===== src/rtl/rc_upmix_pkg.sv =====
package rc_upmix_pkg;
  localparam int unsigned NUM_PHASES     = 4;
  localparam int unsigned TAPS_TOTAL     = 40;
  localparam int unsigned TAPS_PER_PHASE = TAPS_TOTAL / NUM_PHASES;
  localparam int unsigned HALF_TAPS      = TAPS_TOTAL / 2;
  localparam int unsigned COEF_W         = 10;

  typedef enum logic [1:0] {
    MIX_POS_I,
    MIX_NEG_Q,
    MIX_NEG_I,
    MIX_POS_Q
  } mix_sel_e;

  // fs/4 carrier: lane p of every group sits at carrier phase p
  function automatic mix_sel_e mix_for_phase(input int unsigned p);
    case (p % 4)
      0:       return MIX_POS_I;
      1:       return MIX_NEG_Q;
      2:       return MIX_NEG_I;
      default: return MIX_POS_Q;
    endcase
  endfunction

  // symmetric pulse: only the right half is stored, folded about the centre
  function automatic logic signed [COEF_W-1:0] rc_coef(input int unsigned idx);
    int unsigned k;
    k = (idx < HALF_TAPS) ? (HALF_TAPS - 1 - idx) : (idx - HALF_TAPS);
    case (k)
      0:       return 10'sd511;
      1:       return 10'sd407;
      2:       return 10'sd239;
      3:       return 10'sd68;
      4:       return -10'sd51;
      5:       return -10'sd95;
      6:       return -10'sd76;
      7:       return -10'sd25;
      8:       return 10'sd20;
      9:       return 10'sd39;
      10:      return 10'sd31;
      11:      return 10'sd10;
      12:      return -10'sd8;
      13:      return -10'sd15;
      14:      return -10'sd11;
      15:      return -10'sd3;
      16:      return 10'sd2;
      17:      return 10'sd3;
      18:      return 10'sd2;
      default: return 10'sd0;
    endcase
  endfunction
endpackage


===== src/rtl/rc_upmix_hist.sv =====
module rc_upmix_hist #(
  parameter int unsigned IN_W  = 8,
  parameter int unsigned DEPTH = 10
) (
  input  logic                        clk_i,
  input  logic                        rst_ni,
  input  logic                        shift_i,
  input  logic [IN_W-1:0]             i_i,
  input  logic [IN_W-1:0]             q_i,
  output logic [DEPTH-1:0][IN_W-1:0]  i_hist_o,
  output logic [DEPTH-1:0][IN_W-1:0]  q_hist_o
);
  logic [DEPTH-1:0][IN_W-1:0] i_hist_q, q_hist_q;

  // entry 0 is the newest sample
  always_ff @(posedge clk_i or negedge rst_ni) begin
    if (!rst_ni) begin
      i_hist_q <= '0;
      q_hist_q <= '0;
    end else if (shift_i) begin
      i_hist_q <= {i_hist_q[DEPTH-2:0], i_i};
      q_hist_q <= {q_hist_q[DEPTH-2:0], q_i};
    end
  end

  assign i_hist_o = i_hist_q;
  assign q_hist_o = q_hist_q;
endmodule


===== src/rtl/rc_upmix_subfilt.sv =====
module rc_upmix_subfilt
  import rc_upmix_pkg::*;
#(
  parameter int unsigned IN_W   = 8,
  parameter int unsigned ACC_W  = 23,
  parameter int unsigned DEPTH  = 10,
  parameter int unsigned PHASE  = 0,
  parameter bit          NEGATE = 1'b0
) (
  input  logic                        clk_i,
  input  logic                        rst_ni,
  input  logic                        en_i,
  input  logic [DEPTH-1:0][IN_W-1:0]  x_hist_i,
  output logic signed [ACC_W-1:0]     acc_o
);
  logic signed [ACC_W-1:0] sum_d, acc_q;

  always_comb begin
    logic signed [ACC_W-1:0] xe, ce;
    sum_d = '0;
    for (int j = 0; j < int'(DEPTH); j++) begin
      xe    = ACC_W'($signed(x_hist_i[j]));
      ce    = ACC_W'(rc_coef(PHASE + NUM_PHASES * unsigned'(j)));
      sum_d = sum_d + xe * ce;
    end
  end

  always_ff @(posedge clk_i or negedge rst_ni) begin
    if (!rst_ni)   acc_q <= '0;
    else if (en_i) acc_q <= NEGATE ? -sum_d : sum_d;
  end

  assign acc_o = acc_q;
endmodule


===== src/rtl/rc_upmix_rndsat.sv =====
module rc_upmix_rndsat #(
  parameter int unsigned ACC_W = 23,
  parameter int unsigned SHIFT = 9,
  parameter int unsigned OUT_W = 12
) (
  input  logic                     clk_i,
  input  logic                     rst_ni,
  input  logic                     en_i,
  input  logic signed [ACC_W-1:0]  acc_i,
  output logic [OUT_W-1:0]         y_o
);
  localparam logic signed [ACC_W-1:0] HALF_LSB = ACC_W'(64'sd1 <<< (SHIFT - 1));
  localparam logic signed [ACC_W-1:0] MAX_V    = ACC_W'((64'sd1 <<< (OUT_W - 1)) - 1);
  localparam logic signed [ACC_W-1:0] MIN_V    = -MAX_V - ACC_W'(1);

  logic signed [ACC_W-1:0] biased, shifted;
  logic [OUT_W-1:0]        y_d, y_q;

  always_comb begin
    biased  = acc_i + HALF_LSB;
    shifted = biased >>> SHIFT;
    if (shifted > MAX_V)      y_d = MAX_V[OUT_W-1:0];
    else if (shifted < MIN_V) y_d = MIN_V[OUT_W-1:0];
    else                      y_d = shifted[OUT_W-1:0];
  end

  always_ff @(posedge clk_i or negedge rst_ni) begin
    if (!rst_ni)   y_q <= '0;
    else if (en_i) y_q <= y_d;
  end

  assign y_o = y_q;
endmodule


===== src/rtl/rc_polyphase_upmix.sv =====
module rc_polyphase_upmix
  import rc_upmix_pkg::*;
#(
  parameter int unsigned IN_W  = 8,
  parameter int unsigned OUT_W = 12,
  parameter int unsigned SHIFT = COEF_W - 1
) (
  input  logic                          clk_i,
  input  logic                          rst_ni,
  input  logic                          valid_i,
  input  logic signed [IN_W-1:0]        i_i,
  input  logic signed [IN_W-1:0]        q_i,
  output logic                          valid_o,
  output logic [NUM_PHASES*OUT_W-1:0]   samp_o
);
  // one guard bit beyond the tap-sum growth covers the lane negation
  localparam int unsigned ACC_W = IN_W + COEF_W + $clog2(TAPS_PER_PHASE) + 1;

  logic [TAPS_PER_PHASE-1:0][IN_W-1:0] i_hist, q_hist;
  logic v1_q, v2_q, v3_q;

  always_ff @(posedge clk_i or negedge rst_ni) begin
    if (!rst_ni) begin
      v1_q <= 1'b0;
      v2_q <= 1'b0;
      v3_q <= 1'b0;
    end else begin
      v1_q <= valid_i;
      v2_q <= v1_q;
      v3_q <= v2_q;
    end
  end

  rc_upmix_hist #(
    .IN_W  (IN_W),
    .DEPTH (TAPS_PER_PHASE)
  ) u_hist (
    .clk_i    (clk_i),
    .rst_ni   (rst_ni),
    .shift_i  (valid_i),
    .i_i      (i_i),
    .q_i      (q_i),
    .i_hist_o (i_hist),
    .q_hist_o (q_hist)
  );

  for (genvar p = 0; p < NUM_PHASES; p++) begin : g_lane
    localparam mix_sel_e LANE_MIX = mix_for_phase(p);
    localparam bit USE_Q = (LANE_MIX == MIX_NEG_Q) || (LANE_MIX == MIX_POS_Q);
    localparam bit NEG   = (LANE_MIX == MIX_NEG_Q) || (LANE_MIX == MIX_NEG_I);

    logic signed [ACC_W-1:0] lane_acc;

    rc_upmix_subfilt #(
      .IN_W   (IN_W),
      .ACC_W  (ACC_W),
      .DEPTH  (TAPS_PER_PHASE),
      .PHASE  (p),
      .NEGATE (NEG)
    ) u_sub (
      .clk_i    (clk_i),
      .rst_ni   (rst_ni),
      .en_i     (v1_q),
      .x_hist_i (USE_Q ? q_hist : i_hist),
      .acc_o    (lane_acc)
    );

    rc_upmix_rndsat #(
      .ACC_W (ACC_W),
      .SHIFT (SHIFT),
      .OUT_W (OUT_W)
    ) u_rnd (
      .clk_i  (clk_i),
      .rst_ni (rst_ni),
      .en_i   (v2_q),
      .acc_i  (lane_acc),
      .y_o    (samp_o[p*OUT_W +: OUT_W])
    );
  end

  assign valid_o = v3_q;
endmodule


===== config.mk =====
export PLATFORM = sky130hd
export DESIGN_NAME = rc_polyphase_upmix
export DESIGN_NICKNAME = d
export VERILOG_FILES = /design/src/rtl/rc_upmix_pkg.sv /design/src/rtl/rc_upmix_hist.sv /design/src/rtl/rc_upmix_subfilt.sv /design/src/rtl/rc_upmix_rndsat.sv /design/src/rtl/rc_polyphase_upmix.sv
export SDC_FILE = /design/constraint.sdc
export NUM_CORES = 2
export LEC_CHECK = 0
export CAP_MARGIN = 10
export CORE_MARGIN = 8
export CORE_UTILIZATION = 30
export CTS_BUF_LIST = sky130_fd_sc_hd__clkbuf_4
export CTS_CLUSTER_DIAMETER = 30
export CTS_CLUSTER_SIZE = 20
export DETAILED_ROUTE_END_ITERATION = 10
export DONT_BUFFER_PORTS = 1
export GPL_TIMING_DRIVEN = 0
export PLACE_DENSITY_LB_ADDON = 0.05
export SKIP_CTS_REPAIR_TIMING = 1
export SLEW_MARGIN = 15
export SYNTH_ARGS = -nofsm -noshare
export SYNTH_HDL_FRONTEND = slang
export SYNTH_SLANG_ARGS = --single-unit

===== constraint.sdc =====
create_clock -name clk_i -period 9.1 [get_ports clk_i]
set_input_delay 0.91 -clock clk_i [delete_from_list [all_inputs] [get_ports clk_i]]
set_output_delay 0.91 -clock clk_i [all_outputs]
set_load 0.01 [all_outputs]

==> results.cfg <==
[run_status]
status = finished, violations left
violations = max-slew violations

[yosys]
netlist_area_um2 = 53900
synth.ff_latch_count = 271
synth_top_area_share_pct = 30.6
ys.flop_type = dfrtp_1
synthArstFlopShare_pct = 100
yosysTopAreaCell = fa_1
seq_area_frac_synth_pct = 12.6
synth_warnings = 0
synth_area_per_cell_um2 = 9.80
synth_cell_type_count = 71
synth_area_leaders = fa_1 31%, ha_1 23%, dfrtp_1 13%
synth_nets = 7318
synth-edff-count = 0
synth_cells = 5494

[grt]
grt_pass1_wl_mm = 263
first_global_vias = 40626
grt-ovfl-total = 0
antenna_found_initial = 6
grt_usage_pct = 18.3
grt_max_degree = 272

[cts]
worstSkewPairLatency_ps = 1090
clk_pin_slew_ps = 70
clock-sinks = 271
cts_buffer_depth = 3
cts_root_buf = clkbuf_4
cts_buffers = 108
cts_tree = done
cts_max_level = 3

[final_layout]
areaGrowthSynthToFinish_pct = 11.4
multi_input_area_um2 = 42000
seq_area_um2 = 6850
nets = 7534
fillers = 18680
drive_gt1_share_pct = 9.22

[timing]
slew_headroom_pct = -47.6
fin_crit_sh_pct = 96.8
worst_pin_slew_ps = 2210
slew_violations = 263
finalSetupViolCount = 0
finalHoldWorstSlack_ps = 185
fin_skew_ps = 113
finalCriticalPeriod_ps = 8810
finalHoldViolCount = 0
max_freq_mhz = 113

[critical_path]
timing.reg2reg.setup_slack_ps = 290
critPathArrivalTime_ps = 9760
slowest_stage = fa_2
cpMostUsedCell = fa_1
worst-path-buf-inv = 7
cp.required_ps = 10050
critical_path_class = flip-flop to flip-flop
cp_slowest_stage_delay_ps = 620
worstPathMaxFanout = 5
critPathLaunchType = flip-flop
cp-end-kind = flip-flop
cp_top_family = adder cells

[detailed_routing]
totalWireLength_mm = 172
via_per_inst = 4.49
avgRoutedWirePerCell_um = 21.1
firstDrtPassIters = 5
drc_errors = 0
num_vias = 36646
drt-initial-drc-count = 1257
ant_nets = 0

[die]
dieWidth_um = 440
pin_count = 68
initial_core_util_pct = 30.2
die_h_um = 440
rows = 155
die_area_um2 = 193000
fp.coreArea_um2 = 178000

[placement]
dp_hpwl_mm = 148
io_buffers = 0
gp_congestion = 0.840

[hold_path]
hold_path.class = primary input to flip-flop

[run]
max_cap_viol_count = 0
-- cells by family (layout without fill, tap and decap cells) --
family	count (synthesis)	after routing	share of synthesized area, %
adders and majority gates	1805	1805	53.4
buffers and inverters	1494	1803	10.4
DFF	271	271	12.6
muxes	100	100	2.07
and+or+nand+nor	639	639	5.69
AOI/OAI and AO/OA	769	769	9.07
xor gates and xnor gates	416	416	6.77
other	0	8	0
-- synthesized netlist by cell type (9+ instances only) --
| cell type | number |
|---|---|
| dfrtp_1 | 271 |
| nand4_1 | 16 |
| fa_1 | 822 |
| o21ai_0 | 192 |
| nand2_1 | 226 |
| xor2_1 | 144 |
| and3_1 | 34 |
| nor2_1 | 122 |
| a21o_1 | 87 |
| ha_1 | 983 |
| nor2b_1 | 43 |
| nand3_1 | 47 |
| nor4_1 | 9 |
| o21a_1 | 55 |
| or3_1 | 13 |
| o211ai_1 | 44 |
| a31oi_1 | 15 |
| o21bai_1 | 60 |
| and2_1 | 12 |
| xnor2_1 | 272 |
| buf_1 | 9 |
| clkbuf_1 | 59 |
| nand2b_1 | 32 |
| mux2i_1 | 9 |
| inv_1 | 1422 |
| a21oi_1 | 214 |
| or2_2 | 11 |
| mux2_2 | 91 |
| a21boi_0 | 10 |
| nor3_1 | 46 |
-- layout by cell type (no fill, tap or decap), types with 43 or more instances in the layout --
master and n:
nor2_1 121, nand3_1 47, nor2b_1 43, ha_1 973
o211ai_1 44, fa_1 812, clkbuf_1 55, a21o_1 87
inv_1 1407, o21a_1 55, a21oi_1 201, mux2_2 91
o21ai_0 185, clkbuf_4 139, buf_4 80, dfrtp_1 219
xor2_1 135, o21bai_1 60, xnor2_1 254, dfrtp_2 51
nand2_1 226, nor3_1 46
-- layer usage --
layer / share of wire, % / track usage, % / vias to the layer above
li1: - / - / 17903
met2: 52 / 34.0 / 287
met5: 0 / 0 / -
met4: 2.5 / 4.30 / 0
met3: 1.8 / 1.72 / 166
met1: 43 / 22.8 / 18290
-- registers in the layout, summed over array words and instances, names as in the netlist --
name,cells
v1_q,1
g_lane.u_sub.acc_o,60
g_lane.u_rnd.y_o,48
u_hist.q_hist_o,80
u_hist.i_hist_o,80
v2_q,1
valid_o,1
-- stage by stage --
| stage | cell area (µm²) | setup TNS (ps) | instances | util [%] | worst slack (ps) |
|---|---|---|---|---|---|
| 2_1_floorplan | 53900 | 0 | 5494 | - | 863 |
| 3_3_place_gp | 56800 | -19320 | 7849 | 31.8 | -900 |
| 3_5_place_dp | 57000 | -14810 | 7857 | 32.0 | -932 |
| 4_1_cts | 58600 | -16440 | 8060 | 32.8 | -963 |
| 5_1_grt | 60000 | -152 | 8163 | 33.6 | -52.9 |
| 6_report | 60000 | 0 | 8166 | 33.6 | 288 |
-- worst paths after layout --
path	from	end	cells past startpoint
setup / recovery	u_hist.i_hist_o[38]	g_lane[2].u_sub.acc_o[20]	31
hold / removal	q_i[7]	u_hist.q_hist_o[7]	2
setup reg to reg	u_hist.i_hist_o[38]	g_lane[2].u_sub.acc_o[20]	31
hold reg to reg	v1_q	v2_q	0
max in group asynchronous	rst_ni	u_hist.q_hist_o[20]	2
min in group asynchronous	rst_ni	u_hist.q_hist_o[77]	2
-- area by class of cell --
type / count / area share, %
Multi-Input combinational cell: 3729 / 70.1
Sequential cell: 271 / 11.4
Inverter: 1425 / 8.99
Tap cell: 2355 / 4.91
Clock buffer: 139 / 1.74
Timing Repair Buffer: 106 / 1.54
Clock inverter: 64 / 0.857
Buffer: 69 / 0.446
Antenna cell: 8 / 0.0334
Power is left out: the tool's default activity adds up to more than one toggle a clock period on the data nets, which glitch-free logic cannot reach.
